==> src/rtl/sipo_fifo.sv <==
module sipo_fifo #(
  parameter int DEPTH    = 16,
  parameter int AE_LEVEL = 2
) (
  input  logic       clk,
  input  logic       rst_n,
  input  logic       ser_clk,
  input  logic       ser_din,
  input  logic       wide9,
  input  logic       rd_n,
  input  logic       oe_n,
  output logic [8:0] q_data,
  output logic       q_en,
  output logic       word_done,
  output logic       empty,
  output logic       almost_empty,
  output logic       half_full,
  output logic       full
);
  localparam int AW   = (DEPTH > 1) ? $clog2(DEPTH) : 1;
  localparam int CW   = $clog2(DEPTH + 1);
  localparam int HALF = DEPTH / 2;
  localparam logic [AW-1:0] LAST_PTR = AW'(DEPTH - 1);

  logic [2:0]    sck_q;
  logic [1:0]    sd_q;
  logic [2:0]    rd_q;
  logic [3:0]    bitcnt;
  logic [8:0]    shreg;
  logic [8:0]    asm_next;
  logic [8:0]    mem [DEPTH];
  logic [AW-1:0] wr_ptr, rd_ptr;
  logic [CW-1:0] count;

  wire       sck_rise  = sck_q[1] & ~sck_q[2];
  wire       din_s     = sd_q[1];
  wire       rd_fall   = rd_q[2] & ~rd_q[1];
  wire       rd_low    = ~rd_q[1];
  wire [3:0] last_idx  = wide9 ? 4'd8 : 4'd7;
  wire       word_last = sck_rise && (bitcnt == last_idx);
  wire       push      = word_last && !full;
  wire       pop       = rd_fall && !empty;

  always_ff @(posedge clk) begin
    if (!rst_n) begin
      sck_q <= '0;
      sd_q  <= '0;
      rd_q  <= '1;
    end else begin
      sck_q <= {sck_q[1:0], ser_clk};
      sd_q  <= {sd_q[0], ser_din};
      rd_q  <= {rd_q[1:0], rd_n};
    end
  end

  always_comb begin
    asm_next = shreg;
    asm_next[bitcnt] = din_s;
    if (!wide9) asm_next[8] = 1'b0;
  end

  always_ff @(posedge clk) begin
    if (!rst_n) begin
      bitcnt    <= '0;
      shreg     <= '0;
      word_done <= 1'b0;
    end else begin
      word_done <= word_last;
      if (sck_rise) begin
        if (word_last) begin
          bitcnt <= '0;
          shreg  <= '0;
        end else begin
          bitcnt <= bitcnt + 4'd1;
          shreg  <= asm_next;
        end
      end
    end
  end

  always_ff @(posedge clk) begin
    if (push) mem[wr_ptr] <= asm_next;
  end

  always_ff @(posedge clk) begin
    if (!rst_n) begin
      wr_ptr <= '0;
      rd_ptr <= '0;
      count  <= '0;
      q_data <= '0;
    end else begin
      if (push) wr_ptr <= (wr_ptr == LAST_PTR) ? '0 : wr_ptr + 1'b1;
      if (pop) begin
        q_data <= mem[rd_ptr];
        rd_ptr <= (rd_ptr == LAST_PTR) ? '0 : rd_ptr + 1'b1;
      end
      case ({push, pop})
        2'b10:   count <= count + 1'b1;
        2'b01:   count <= count - 1'b1;
        default: count <= count;
      endcase
    end
  end

  assign empty        = (count == '0);
  assign almost_empty = (count <= CW'(AE_LEVEL));
  assign half_full    = (count >= CW'(HALF));
  assign full         = (count == CW'(DEPTH));
  assign q_en         = rd_low & ~oe_n;

  AST_NO_OVERFLOW: assert property (@(posedge clk) disable iff (!rst_n) count <= CW'(DEPTH));
  AST_FULL_DROPS: assert property (@(posedge clk) disable iff (!rst_n) (word_last && full && !rd_fall) |=> $stable(count));
  AST_EMPTY_READ: assert property (@(posedge clk) disable iff (!rst_n) (rd_fall && empty && !word_last) |=> ($stable(q_data) && empty));
  AST_BIT_STEP: assert property (@(posedge clk) disable iff (!rst_n) (sck_rise && !word_last) |=> (bitcnt == $past(bitcnt) + 4'd1));
  AST_FULL_HALF: assert property (@(posedge clk) disable iff (!rst_n) full |-> (half_full && !empty));
  AST_DONE_PULSE: assert property (@(posedge clk) disable iff (!rst_n) word_done |=> !word_done);
endmodule

==> config.mk <==
export PLATFORM = sky130hd
export DESIGN_NAME = sipo_fifo
export DESIGN_NICKNAME = d
export VERILOG_FILES = /design/src/rtl/sipo_fifo.sv
export SDC_FILE = /design/constraint.sdc
export NUM_CORES = 1
export LEC_CHECK = 0
export ABC_CLOCK_PERIOD_IN_PS = 4300
export BUFFER_PORTS_ARGS = -buffer_cell sky130_fd_sc_hd__buf_2
export CAP_MARGIN = 25
export CORE_UTILIZATION = 61
export CTS_CLUSTER_DIAMETER = 150
export DETAILED_ROUTE_END_ITERATION = 10
export GPL_TIMING_DRIVEN = 0
export HOLD_SLACK_MARGIN = 0.03
export PLACE_DENSITY = 0.78
export SLEW_MARGIN = 20
export SYNTH_ARGS = -nofsm -noshare
export SYNTH_HDL_FRONTEND = slang
export SYNTH_SLANG_ARGS = --single-unit
==> constraint.sdc <==
create_clock -name clk -period 4.3 [get_ports clk]
set_input_delay 0 -clock clk [delete_from_list [all_inputs] [get_ports clk]]
set_output_delay 0 -clock clk [all_outputs]
set_load 0.01 [all_outputs]
* Word level (Yosys, flattened, before mapping)
Memories as Yosys holds them, arrays and structs flattened. A register that Yosys moved wholly into a read port is not among the register bits.
Cells that the tools add are included.
** Cells by class
- Add/sub/neg operators :: 5
- Magnitude comparators :: 4
- Eq/ne operators :: 6
- Mux-type cells :: 12
- Bitwise logic cells :: 6
- Reduce and logical (&&, ||, !) cells :: 9
** Operator list (count)
- $mux 4 :: 4
- $add 4x1->4 const B :: 3
- $pmux 5 s2 :: 1
- $bwmux 9 :: 1
- $mux 9 :: 1
- $eq 4x4->1 const B :: 2
- $add 5x1->5 const B :: 1
- $eq 5x5->1 const B :: 1
- $ge 5x4->1 const B :: 1
- $le 5x2->1 const B :: 1
- $logic_not 5->1 :: 1
- $lt 4x5->1 const B :: 1
- $sub 5x1->5 const B :: 1
- $demux 1 s4 :: 1
- $eq 4x4->1 :: 1
- $ge 4x1->1 const B :: 1
- $logic_and 1x1->1 :: 4
- $mux 1 :: 4
- $and 1x1->1 :: 3
- $logic_not 1->1 :: 3
- $not 1->1 :: 3
- $eq 2x1->1 const B :: 1
- $eq 2x2->1 const B :: 1
- $reduce_bool 2->1 :: 1
** Word-level totals
- Bits in registers :: 35
- RAM bits :: 144
- Input bits :: 7
- Output and inout bits :: 15
- Word-level logic and storage cells :: 52
- Memories :: 1
** Memory list
- mem :: depth 16, width 9, rd ports 1, clocked after Yosys merged registers in 1, wr ports 1, RTL line 31 : logic [8:0] mem [DEPTH];

* Logic depth before layout (Yosys ltp)
Gate-level depths: netlist of the first run.
- Word-level depth :: 7
- Gate-level depth with buffers :: 14
- Mapped depth without buffers :: 12

* Least setup slack after synthesis of the first run
OpenSTA, ideal clock, no wires.
- Path kind :: reg2reg
- From :: register count[0]
- To :: register count[4]
- Library setup time :: 0.118 ns
- Arrival :: 2.548 ns
- Required time :: 4.182 ns
- Slack :: 1.634 ns
- Stages on the path, launching flop included :: 14
- Path buffers :: 1
- Clock period less this slack :: 2.666 ns
- Path through :: dfxtp_1 > nor4_4 > a21oi_1 > and2_1 > buf_6 > inv_4 > ha_1 > inv_1 > fa_1 > nor2b_1 > o21ai_0 > nand3_1 > or3b_1 > mux2i_1
** On the way
- Word-level cells in the longest chain between the ends :: 5
- Elaborated cells between the ends (all ways) :: 12
- Those cells by class :: add/sub: 2; eq/ne: 3; mux: 1; reduce/logical: 6
** Ends and longest elaborated chain
- start, declared :: RTL line 33 : logic [CW-1:0] count;
- start signal, assigned :: RTL line 98 : 2'b10: count <= count + 1'b1;
- start signal, assigned :: RTL line 99 : 2'b01: count <= count - 1'b1;
- start signal, assigned :: RTL line 100 : default: count <= count;
- $eq 5x5->1 or $logic_not 5->1 (tied branches) :: RTL line 108, 105
- $logic_not 1->1, on equally long branches :: RTL line 41, 42
- $logic_and 1x1->1, on equally long branches :: RTL line 41, 42
- $eq 2x1->1 or $eq 2x2->1 (tied branches) :: RTL line 97 : case ({push, pop})
- $pmux 5 s2 or $reduce_bool 2->1 (tied branches)
Parallel ways exist; a longest one is shown, timed or not.
A chain may end at the register's enable or synchronous reset.

* Worst setup path after layout of the first run
- From :: register count[0]
- To :: register count[4]
** On the way
- Word-level cells in the longest chain between the ends :: 5
- Elaborated cells between the ends (all ways) :: 12
- Those cells by class :: add/sub: 2; eq/ne: 3; mux: 1; reduce/logical: 6
** Ends and longest elaborated chain
- $logic_not 5->1 (*) :: RTL line 105 : assign empty = (count == '0);
- $logic_not 1->1 (*) :: RTL line 42 : wire pop = rd_fall && !empty;
- $logic_and 1x1->1 (*) :: RTL line 42
- named net pop :: RTL line 42
- $eq 2x1->1 or $eq 2x2->1 (tied branches) :: RTL line 97
- $pmux 5 s2 or $reduce_bool 2->1 (tied branches)
The timed path passes the listed nets; every way through them passes the cells marked *.

==> results.toml, run 1 <==
[synth]
synth_ff_type = "edfxtp_1"
syn_avg_cell_area_um2 = 14.3
ys_ff_latch = 188
synth_cell_types = 48
synth_top_area_share_pct = 55.7
synth_fp_nets = 565
synth_edf_count = 144
synth_cells = 544
postSynth.asyncResetShare_pct = 0
synth_area_leaders = "edfxtp_1 (56%), dfxtp_1 (11%), mux2i_1 (8.3%)"
netlist_area_mm2 = 0.00776
yosys.area.top_type = "edfxtp_1"
yosysWarnings = 0
yosysSeqAreaShare_pct = 67.0

[global_routing]
antenna_found_initial = 0
grt.overflow.total = 0
grt_max_degree = 17
grt_pass1_wl_um = 24100
grt_pass1_vias = 4499
grtUsageTotal_pct = 25.8

[cells_and_area]
drive_above_1_share_pct = 13.5
fillers = 847
fin_area_mm2 = 0.00872
fin_nets = 610
syn_to_final_growth_pct = 12.3
antenna_cells = 0

[clock_tree]
cts_tree = "yes"
cts_sinks = 188
clk_pin_slew_ns = 0.06
post-cts-setup-buffers = 0
cts-root-buf = "clkbuf_16"
clk_latency_ns = 0.43
clock_path_buffers = 2
htreeDepth = 4
cts_buffers = 17

[setup_path]
endpoint_kind = "register"
cpPeakStageDelay_ns = 0.46
crit_fanout = 10
crit_path_cell_trace = "nor4_4 -> a21oi_2 -> clkbuf_1 -> ha_1 -> inv_1 -> fa_1 -> nor2b_1 -> o21ai_0 -> nand3_1 -> or3b_1 -> mux2i_1"
worstSetupPathType = "reg2reg"
arrival_ns = 3.51
required_ns = 4.62
reg2reg_slack_ns = 1.11
cp-start-kind = "register"
slowest_stage = "dfxtp_1"

[power]
p_per_area_mw_per_mm2 = 400
p_leak_nw = 3.00
vdd_drop_max_mv = 0.286

[place]
place_area_mm2 = 0.00809
port_buffers = 20
place_hpwl_um = 10500
gp_congestion = 0.835

[detailed_routing]
ant_nets = 0
viasPerCell = 5.95
drt-total-wl_um = 15500
wl_per_cell_um = 20.1
drtPass1Iterations = 5
vias = 4583
drc = 0
drt-initial-drc-count = 334

[die]
start_util_pct = 63.6
io_pins = 22
die_width_um = 115
core-area_mm2 = 0.0122
rows = 40
fp.dieH_um = 115
die_area_mm2 = 0.0132

[sta]
finalCritPeriodShare_pct = 74.1
tightest_slew_ns = 0.963
rsz0062_at_grt = "no"
skew_ns = 0.00899
slew_viol_final = 0
slew_headroom_pct = 35.6
fin_tns_setup_ns = 0
finalHoldViolations = 0
fmax_ghz = 0.314
finalSetupViolations = 0
period_needed_ns = 3.19

[outcome]
status = "finished, final reports clean"

[run]
cap_viol_max_count = 0

[min_path]
hold_path.class = "in2reg"
-- through the flow --
step / power [W] / setup WS, ns / hold slack (ns) / std cells / utilization [%]
2_1_floorplan: 0.00199 / 1.63 / 0.0429 / 544 / -
3_3_place_gp: 0.00200 / 1.22 / 0.184 / 732 / 66.1
3_5_place_dp: 0.00200 / 1.15 / 0.190 / 733 / 66.2
4_1_cts: 0.00349 / 1.12 / 0.0533 / 770 / 71.4
5_1_grt: 0.00356 / 0.857 / 0.0619 / 770 / 71.4
6_report: 0.00349 / 1.11 / 0.0565 / 770 / 71.4
-- path summary, 6_finish.rpt --
check / start / to / cells past startpoint
max: count[0]$_SDFFE_PN0P_ / count[4]$_SDFFE_PN0P_ / 11
min: rst_n / count[4]$_SDFFE_PN0P_ / 3
max reg2reg: count[0]$_SDFFE_PN0P_ / count[4]$_SDFFE_PN0P_ / 11
min reg2reg: rd_q[0]$_SDFF_PN1_ / rd_q[1]$_SDFF_PN1_ / 1
-- synthesized netlist by cell type, types with 8 or more instances --
cell type and count:
edfxtp_1 144, mux2i_1 64, dfxtp_1 44, nand2_1 31
o22ai_1 26, and2_1 22, inv_1 18, nor2_1 17
clkbuf_1 15, nand3_1 15, o21ai_0 15, ha_1 13
nor3_1 12, a31oi_1 10, mux4_2 10, a21oi_1 8
nor2b_1 8, o31ai_1 8
-- repair_timing --
action | 4_1_cts | 5_1_grt
resized for setup | 0 | 0
hold endpoints to repair | 5 | 0
hold buffers | 5 | 0
-- worst max-delay path: cells and delay by family (launching register included) --
family | cells | cell delay (ns)
fa+ha+maj | 2 | 0.74
simple gates | 4 | 0.71
buf+inv | 2 | 0.56
compound gates | 2 | 0.47
flops | 1 | 0.46
mux | 1 | 0.13
-- registers in the layout, summed over array words and instances (netlist names) --
name	count
shreg	9
wr_ptr	4
word_done	1
q_data	9
sd_q	2
count	5
mem	144
rd_q	3
bitcnt	4
sck_q	3
rd_ptr	4
-- cell families after synthesis --
group	Yosys count	share of synthesized area [%]
DFF	188	67.0
AOI/OAI and AO/OA	78	6.30
xor gates and xnor gates	5	0.564
adders and majority gates	14	2.35
and+or+nand+nor	134	9.54
muxes	74	11.2
buffers and inverters	51	3.06
-- layout by cell type (no fill, tap or decap), types with 4 or more instances in the layout --
cell type / netlist / layout
a21oi_1: 8 / 8
a31oi_1: 10 / 10
and2_1: 22 / 22
buf_2: 7 / 27
buf_4: 7 / 8
clkbuf_1: 15 / 21
clkbuf_16: 0 / 20
dfxtp_1: 44 / 44
dlygate4sd3_1: 0 / 5
edfxtp_1: 144 / 144
ha_1: 13 / 13
inv_1: 18 / 18
mux2i_1: 64 / 64
mux4_2: 10 / 10
nand2_1: 31 / 31
nand2b_1: 7 / 7
nand3_1: 15 / 15
nand3b_1: 5 / 5
nor2_1: 17 / 17
nor2b_1: 8 / 8
nor3_1: 12 / 11
nor3_2: 3 / 4
o21ai_0: 15 / 15
o22ai_1: 26 / 26
o31ai_1: 8 / 8
-- power by group --
part / switching [W] / leakage (nW) / internal (W) / total, W
clock: 0.000627 / 0.281 / 0.000892 / 0.00152
sequential: 0.00000232 / 1.69 / 0.00193 / 0.00194
combinational: 0.0000204 / 1.03 / 0.0000124 / 0.0000328
total: 0.000650 / 3.00 / 0.00284 / 0.00349
-- cell type report --
type,count,area (um^2),area share [%]
Sequential cell,188,5200,59.7
Multi-Input combinational cell,305,2330,26.7
Clock buffer,29,564,6.47
Tap cell,168,210,2.41
Buffer,32,164,1.88
Timing Repair Buffer,26,158,1.81
Inverter,19,73.8,0.846
Clock inverter,3,20.0,0.230
-- per-layer routing --
metal	track usage, %	share of wire (%)
met5	0	0
met4	12.5	3.4
met3	4.69	5.0
met2	44.2	50
met1	32.1	41
No activity file was read; power rests on OpenSTA's default activity.
==> inputs of run 2 (changes only) <==
--- a/config.mk
+++ b/config.mk
@@ -5,7 +5,7 @@
 export SDC_FILE = /design/constraint.sdc
 export NUM_CORES = 1
 export LEC_CHECK = 0
-export ABC_CLOCK_PERIOD_IN_PS = 4300
+export ABC_CLOCK_PERIOD_IN_PS = 3000
 export BUFFER_PORTS_ARGS = -buffer_cell sky130_fd_sc_hd__buf_2
 export CAP_MARGIN = 25
 export CORE_UTILIZATION = 61
==> constraint.sdc (replaced) <==
create_clock -name clk -period 3 [get_ports clk]
set_input_delay 0 -clock clk [delete_from_list [all_inputs] [get_ports clk]]
set_output_delay 0 -clock clk [all_outputs]
set_load 0.01 [all_outputs]
==> results.toml, run 2 (same netlist as run 1, synthesis figures left out) <==
[outcome]
status = "finished, final reports clean"

[detailed_routing]
wl_per_cell_um = 20.3
met1Wirelength_um = 6460
vias = 4624
drt-initial-drc-count = 308
drt-total-wl_um = 15700
drtPass1Iterations = 5
ant_nets = 0
maxUsedRoutingLayer = "met4"
route.met3.wl_um = 783
drc = 0
route.met2.wl_um = 8010
viasPerCell = 5.97

[sta]
finalSetupViolations = 0
fmax_ghz = 0.354
period_needed_ns = 2.82
slew_viol_final = 0
tightest_slew_ns = 0.956
fin_ws_ns = 0.178
slew_headroom_pct = 36.0
whs_ns = 0.0528
finalCritPeriodShare_pct = 94.1
finalHoldViolations = 0
skew_ns = 0.00994

[clock_tree]
cts_tree = "yes"
cts-root-buf = "clkbuf_16"
cts_buffers = 17
cts_sinks = 188
clock_path_buffers = 2
htreeDepth = 4
clk_latency_ns = 0.43
clk_pin_slew_ns = 0.07

[place]
place_hpwl_um = 10500
port_buffers = 20
gp_congestion = 0.835
place_ws_ns = -0.149

[min_path]
hold_end = "bitcnt[0]$_SDFFE_PN0P_"
hold_depth = 2
hold_path.class = "in2reg"
min_from = "rst_n"

[global_routing]
grt_pass1_wl_um = 24100
grt.overflow.total = 0
grt_max_degree = 17
antenna_found_initial = 0
grtUsageTotal_pct = 25.8
grt_pass1_vias = 4496

[setup_path]
arrival_ns = 3.14
startpoint = "bitcnt[2]$_SDFFE_PN0P_"
crit_fanout = 8
worstRegToRegCells = 12
crit_path_cell_trace = "nand4b_1 -> o22ai_4 -> and2_1 -> buf_6 -> inv_4 -> ha_2 -> ha_1 -> nor2b_1 -> o21ai_1 -> a21oi_1 -> or3b_1 -> mux2i_1"
cpPeakStageDelay_ns = 0.44
worstSetupPathType = "reg2reg"
crit_buf_inv = 2
cp-start-kind = "register"
slowest_stage = "dfxtp_1"
r2r-start = "bitcnt[2]$_SDFFE_PN0P_"
endpoint_kind = "register"
crit_family = "simple AND/OR/NAND/NOR gates"
reg2reg_slack_ns = 0.18
r2r_end = "count[4]$_SDFFE_PN0P_"
crit_cells = 12
required_ns = 3.32

[power]
vdd_drop_max_mv = 0.404
p_per_area_mw_per_mm2 = 569
p_leak_nw = 3.02

[cells_and_area]
syn_to_final_growth_pct = 13.1
layout_commonest_cell = "edfxtp_1"
largest_reg_flops = 144
mostFrequentLayoutCells = "edfxtp_1 (144), mux2i_1 (64), dfxtp_1 (40), nand2_1 (31), buf_2 (27)"
fin_nets = 614
largest_register = "mem"
top_regs = "mem: 144 flops, q_data: 9 flops, shreg: 9 flops"
drive_above_1_share_pct = 15.2
antenna_cells = 0

[die]
core-area_mm2 = 0.0122
die_area_mm2 = 0.0132
start_util_pct = 63.6
io_pins = 22
die_width_um = 115
rows = 40
fp.dieH_um = 115

[run]
cap_viol_max_count = 0
run 2: worst reg2reg max path: stages (launching register included):
cell,delay (ns)
dfxtp_1,0.44
nand4b_1,0.22
o22ai_4,0.24
and2_1,0.18
buf_6,0.13
inv_4,0.05
ha_2,0.20
ha_1,0.32
nor2b_1,0.14
o21ai_1,0.17
a21oi_1,0.10
or3b_1,0.39
mux2i_1,0.13
run 2: metal layers:
layer | vias up | GRT usage [%]
met5 | - | 0
met2 | 169 | 44.2
li1 | 2143 | -
met4 | 0 | 12.5
met3 | 30 | 4.69
met1 | 2282 | 32.0
run 2: metrics by stage:
stage                     instances  area [um^2]   TNS, ns  util (%)  power [W]
after floorplan                 544         7760         0         -    0.00286
after global placement          732         8080   -0.0810      66.1    0.00287
after detailed placement        733         8090    -0.149      66.2    0.00287
after CTS                       770         8730         0      71.5    0.00500
after global routing            774         8780  -0.00705      71.9    0.00510
final                           774         8780         0      71.9    0.00500
run 2: report_power, final:
part | total, W | internal (W) | switching (W)
registers | 0.00278 | 0.00277 | 0.00000367
logic | 0.0000480 | 0.0000180 | 0.0000300
clock network | 0.00218 | 0.00128 | 0.000899
total | 0.00500 | 0.00407 | 0.000932
run 2: area by class of cell:
cell class                 count  area, um^2
inverter                      19        73.8
sequential                   188        5210
clock inverter                 3        20.0
buffer                        32         168
clock buffer                  29         564
fill                         840        3430
timing repair buffer          30         188
tap                          168         210
multi-input combinational    305        2350
run 2: how the worst max path moves through the flow:
| stage | to | slack (ns) |
|---|---|---|
| finish | count[4]$_SDFFE_PN0P_ | 0.18 |
| global route | count[4]$_SDFFE_PN0P_ | -0.007 |
| CTS | count[4]$_SDFFE_PN0P_ | 0.01 |
| detailed placement | count[4]$_SDFFE_PN0P_ | -0.15 |
| global placement | count[4]$_SDFFE_PN0P_ | -0.08 |
| floorplan | count[4]$_SDFFE_PN0P_ | 0.33 |
run 2: what timing repair did:
action                     CTS  global route
setup endpoints to repair    1             1
hold buffers                 5             0
gates resized for setup      3            10
setup buffers                0             4
gates cloned                 0             0
pin swaps                    1             2
hold endpoints to repair     5             0
==> inputs of run 3 (changes only) <==
--- a/config.mk
+++ b/config.mk
@@ -7,13 +7,15 @@
 export LEC_CHECK = 0
 export ABC_CLOCK_PERIOD_IN_PS = 3000
 export BUFFER_PORTS_ARGS = -buffer_cell sky130_fd_sc_hd__buf_2
-export CAP_MARGIN = 25
+export CAP_MARGIN = 40
+export CORE_MARGIN = 2
 export CORE_UTILIZATION = 61
 export CTS_CLUSTER_DIAMETER = 150
 export DETAILED_ROUTE_END_ITERATION = 10
 export GPL_TIMING_DRIVEN = 0
 export HOLD_SLACK_MARGIN = 0.03
 export PLACE_DENSITY = 0.78
+export REMOVE_ABC_BUFFERS = 1
 export SLEW_MARGIN = 20
 export SYNTH_ARGS = -nofsm -noshare
 export SYNTH_HDL_FRONTEND = slang
==> results.toml, run 3 (same netlist as run 1, synthesis figures left out) <==
[outcome]
status = "finished, final reports clean"

[detailed_routing]
drtPass1Iterations = 5
ant_nets = 0
viasPerCell = 5.95
drt-total-wl_um = 15100
wl_per_cell_um = 19.9
vias = 4510
drt-initial-drc-count = 394
drc = 0

[setup_path]
required_ns = 3.32
reg2reg_slack_ns = 0.18
slowest_stage = "dfxtp_1"
endpoint_kind = "register"
arrival_ns = 3.14
cpPeakStageDelay_ns = 0.45
crit_fanout = 6
r2r_end = "count[4]$_SDFFE_PN0P_"
cp-start-kind = "register"
r2r-start = "count[1]$_SDFFE_PN0P_"
crit_path_cell_trace = "nor4_4 -> buf_4 -> a21oi_2 -> ha_2 -> inv_1 -> fa_1 -> nor2b_1 -> o21ai_0 -> nand3_1 -> or3b_1 -> mux2i_1"
worstRegToRegCells = 11
worstSetupPathType = "reg2reg"

[min_path]
min_from = "rst_n"
hold_depth = 2
hold_end = "rd_q[0]$_SDFF_PN1_"
hold_path.class = "in2reg"

[clock_tree]
cts-root-buf = "clkbuf_16"
htreeDepth = 4
cts_tree = "yes"
cts_buffers = 17
clock_path_buffers = 2
clk_pin_slew_ns = 0.07
clk_latency_ns = 0.43
cts_sinks = 188

[place]
port_buffers = 21
place_hpwl_um = 9280
place_area_mm2 = 0.00799
gp_congestion = 0.745

[sta]
finalSetupViolations = 0
slew_viol_final = 0
rsz0062_at_grt = "no"
fin_tns_setup_ns = 0
finalCritPeriodShare_pct = 93.9
period_needed_ns = 2.82
skew_ns = 0.00922
tightest_slew_ns = 0.822
slew_headroom_pct = 44.9
whs_ns = 0.123
finalHoldViolations = 0
fmax_ghz = 0.355

[global_routing]
grtUsageTotal_pct = 23.6
grt.overflow.total = 0
grt_pass1_wl_um = 23300
grt_pass1_vias = 4403
grt_max_degree = 48
antenna_found_initial = 0

[die]
io_pins = 22
rows = 41
start_util_pct = 62.0
core-area_mm2 = 0.0125
fp.dieH_um = 117
die_width_um = 117
die_area_mm2 = 0.0136

[cells_and_area]
fin_nets = 594
top_regs = "mem: 144 flops, q_data: 9 flops, shreg: 9 flops"
mostFrequentLayoutCells = "edfxtp_1 (144), mux2i_1 (64), dfxtp_1 (42), nand2_1 (31), o22ai_1 (26)"
fin_area_mm2 = 0.00874
largest_reg_flops = 144
layout_commonest_cell = "edfxtp_1"
fillers = 834
syn_to_final_growth_pct = 12.6
drive_above_1_share_pct = 16.2
largest_register = "mem"
antenna_cells = 0

[power]
p_leak_nw = 3.00
vdd_drop_max_mv = 0.351
p_per_area_mw_per_mm2 = 572

[run]
cap_viol_max_count = 0
## run 3: cell types whose count changed in the layout (fill, tap and decap cells not counted), sizes merged
| cell | delta |
|---|---|
| clkinvlp | +2 |
| buf | -3 |
| dlygate4sd3 | -2 |
| bufinv | +2 |
| clkbuf | -24 |
| inv | -1 |
| clkinv | +6 |
## run 3: where the power goes
group          total [W]  switching, W  leakage [nW]  internal [W]
combinational  0.0000407     0.0000253          1.03     0.0000154
clock            0.00219      0.000903         0.285       0.00128
sequential       0.00278    0.00000516          1.69       0.00277
## run 3: timing repair
action	CTS	global route
hold buffers	3	0
setup buffers	1	1
endpoints found under the setup margin	2	1
resized for setup	3	3
pin swaps	1	1
hold endpoints to repair	3	0
## run 3: per-stage QoR
stage	power, W	cells	setup slack [ns]	utilization, %
6_report	0.00500	758	0.183	69.9
3_3_place_gp	0.00287	705	-1.30	63.3
4_1_cts	0.00503	746	0.0124	69.0
5_1_grt	0.00513	758	0.000739	69.9
3_5_place_dp	0.00287	710	-0.387	63.9
2_1_floorplan	0.00285	512	-0.355	-
## run 3: how the worst max path moves through the flow
| stage | start | to | slack (ns) | depth (start not counted) |
|---|---|---|---|---|
| floorplan | rd_ptr[2]$_SDFFE_PN0P_ | q_data[5]$_SDFFE_PN0P_ | -0.36 | 5 |
| global placement | rd_ptr[2]$_SDFFE_PN0P_ | q_data[8]$_SDFFE_PN0P_ | -1.30 | 4 |
| detailed placement | bitcnt[0]$_SDFFE_PN0P_ | count[4]$_SDFFE_PN0P_ | -0.39 | 11 |
| CTS | bitcnt[0]$_SDFFE_PN0P_ | count[4]$_SDFFE_PN0P_ | 0.01 | 11 |
| global route | count[1]$_SDFFE_PN0P_ | count[4]$_SDFFE_PN0P_ | 0.0007 | 11 |
| finish | count[1]$_SDFFE_PN0P_ | count[4]$_SDFFE_PN0P_ | 0.18 | 11 |
## run 3: worst max-delay path, delay by kind of cell, from the launching register on
| kind | cells | cell delay (ns) |
|---|---|---|
| DFF | 1 | 0.45 |
| buffers and inverters | 2 | 0.24 |
| muxes | 1 | 0.12 |
| and+or+nand+nor | 4 | 0.69 |
| adders and majority gates | 2 | 0.73 |
| AOI/OAI and AO/OA | 2 | 0.48 |
## run 3: cell type report
type / count / area, um^2 / share of cell area (%)
clock buffers: 20 / 467 / 5.34
clock inverters: 12 / 120 / 1.37
inverters: 19 / 73.8 / 0.844
multi-input cells: 305 / 2350 / 26.9
flip-flops and latches: 188 / 5210 / 59.6
well taps: 172 / 215 / 2.46
repair buffers: 42 / 309 / 3.53
## run 3: metal layers
layer  track usage, %  vias to the layer above  wire length (um)
li1                 -                     2108                 -
met1             30.1                     2218              6260
met2             39.3                      154              7620
met3             5.10                       30               682
met4             10.8                        0               509
met5                0                        -                 0
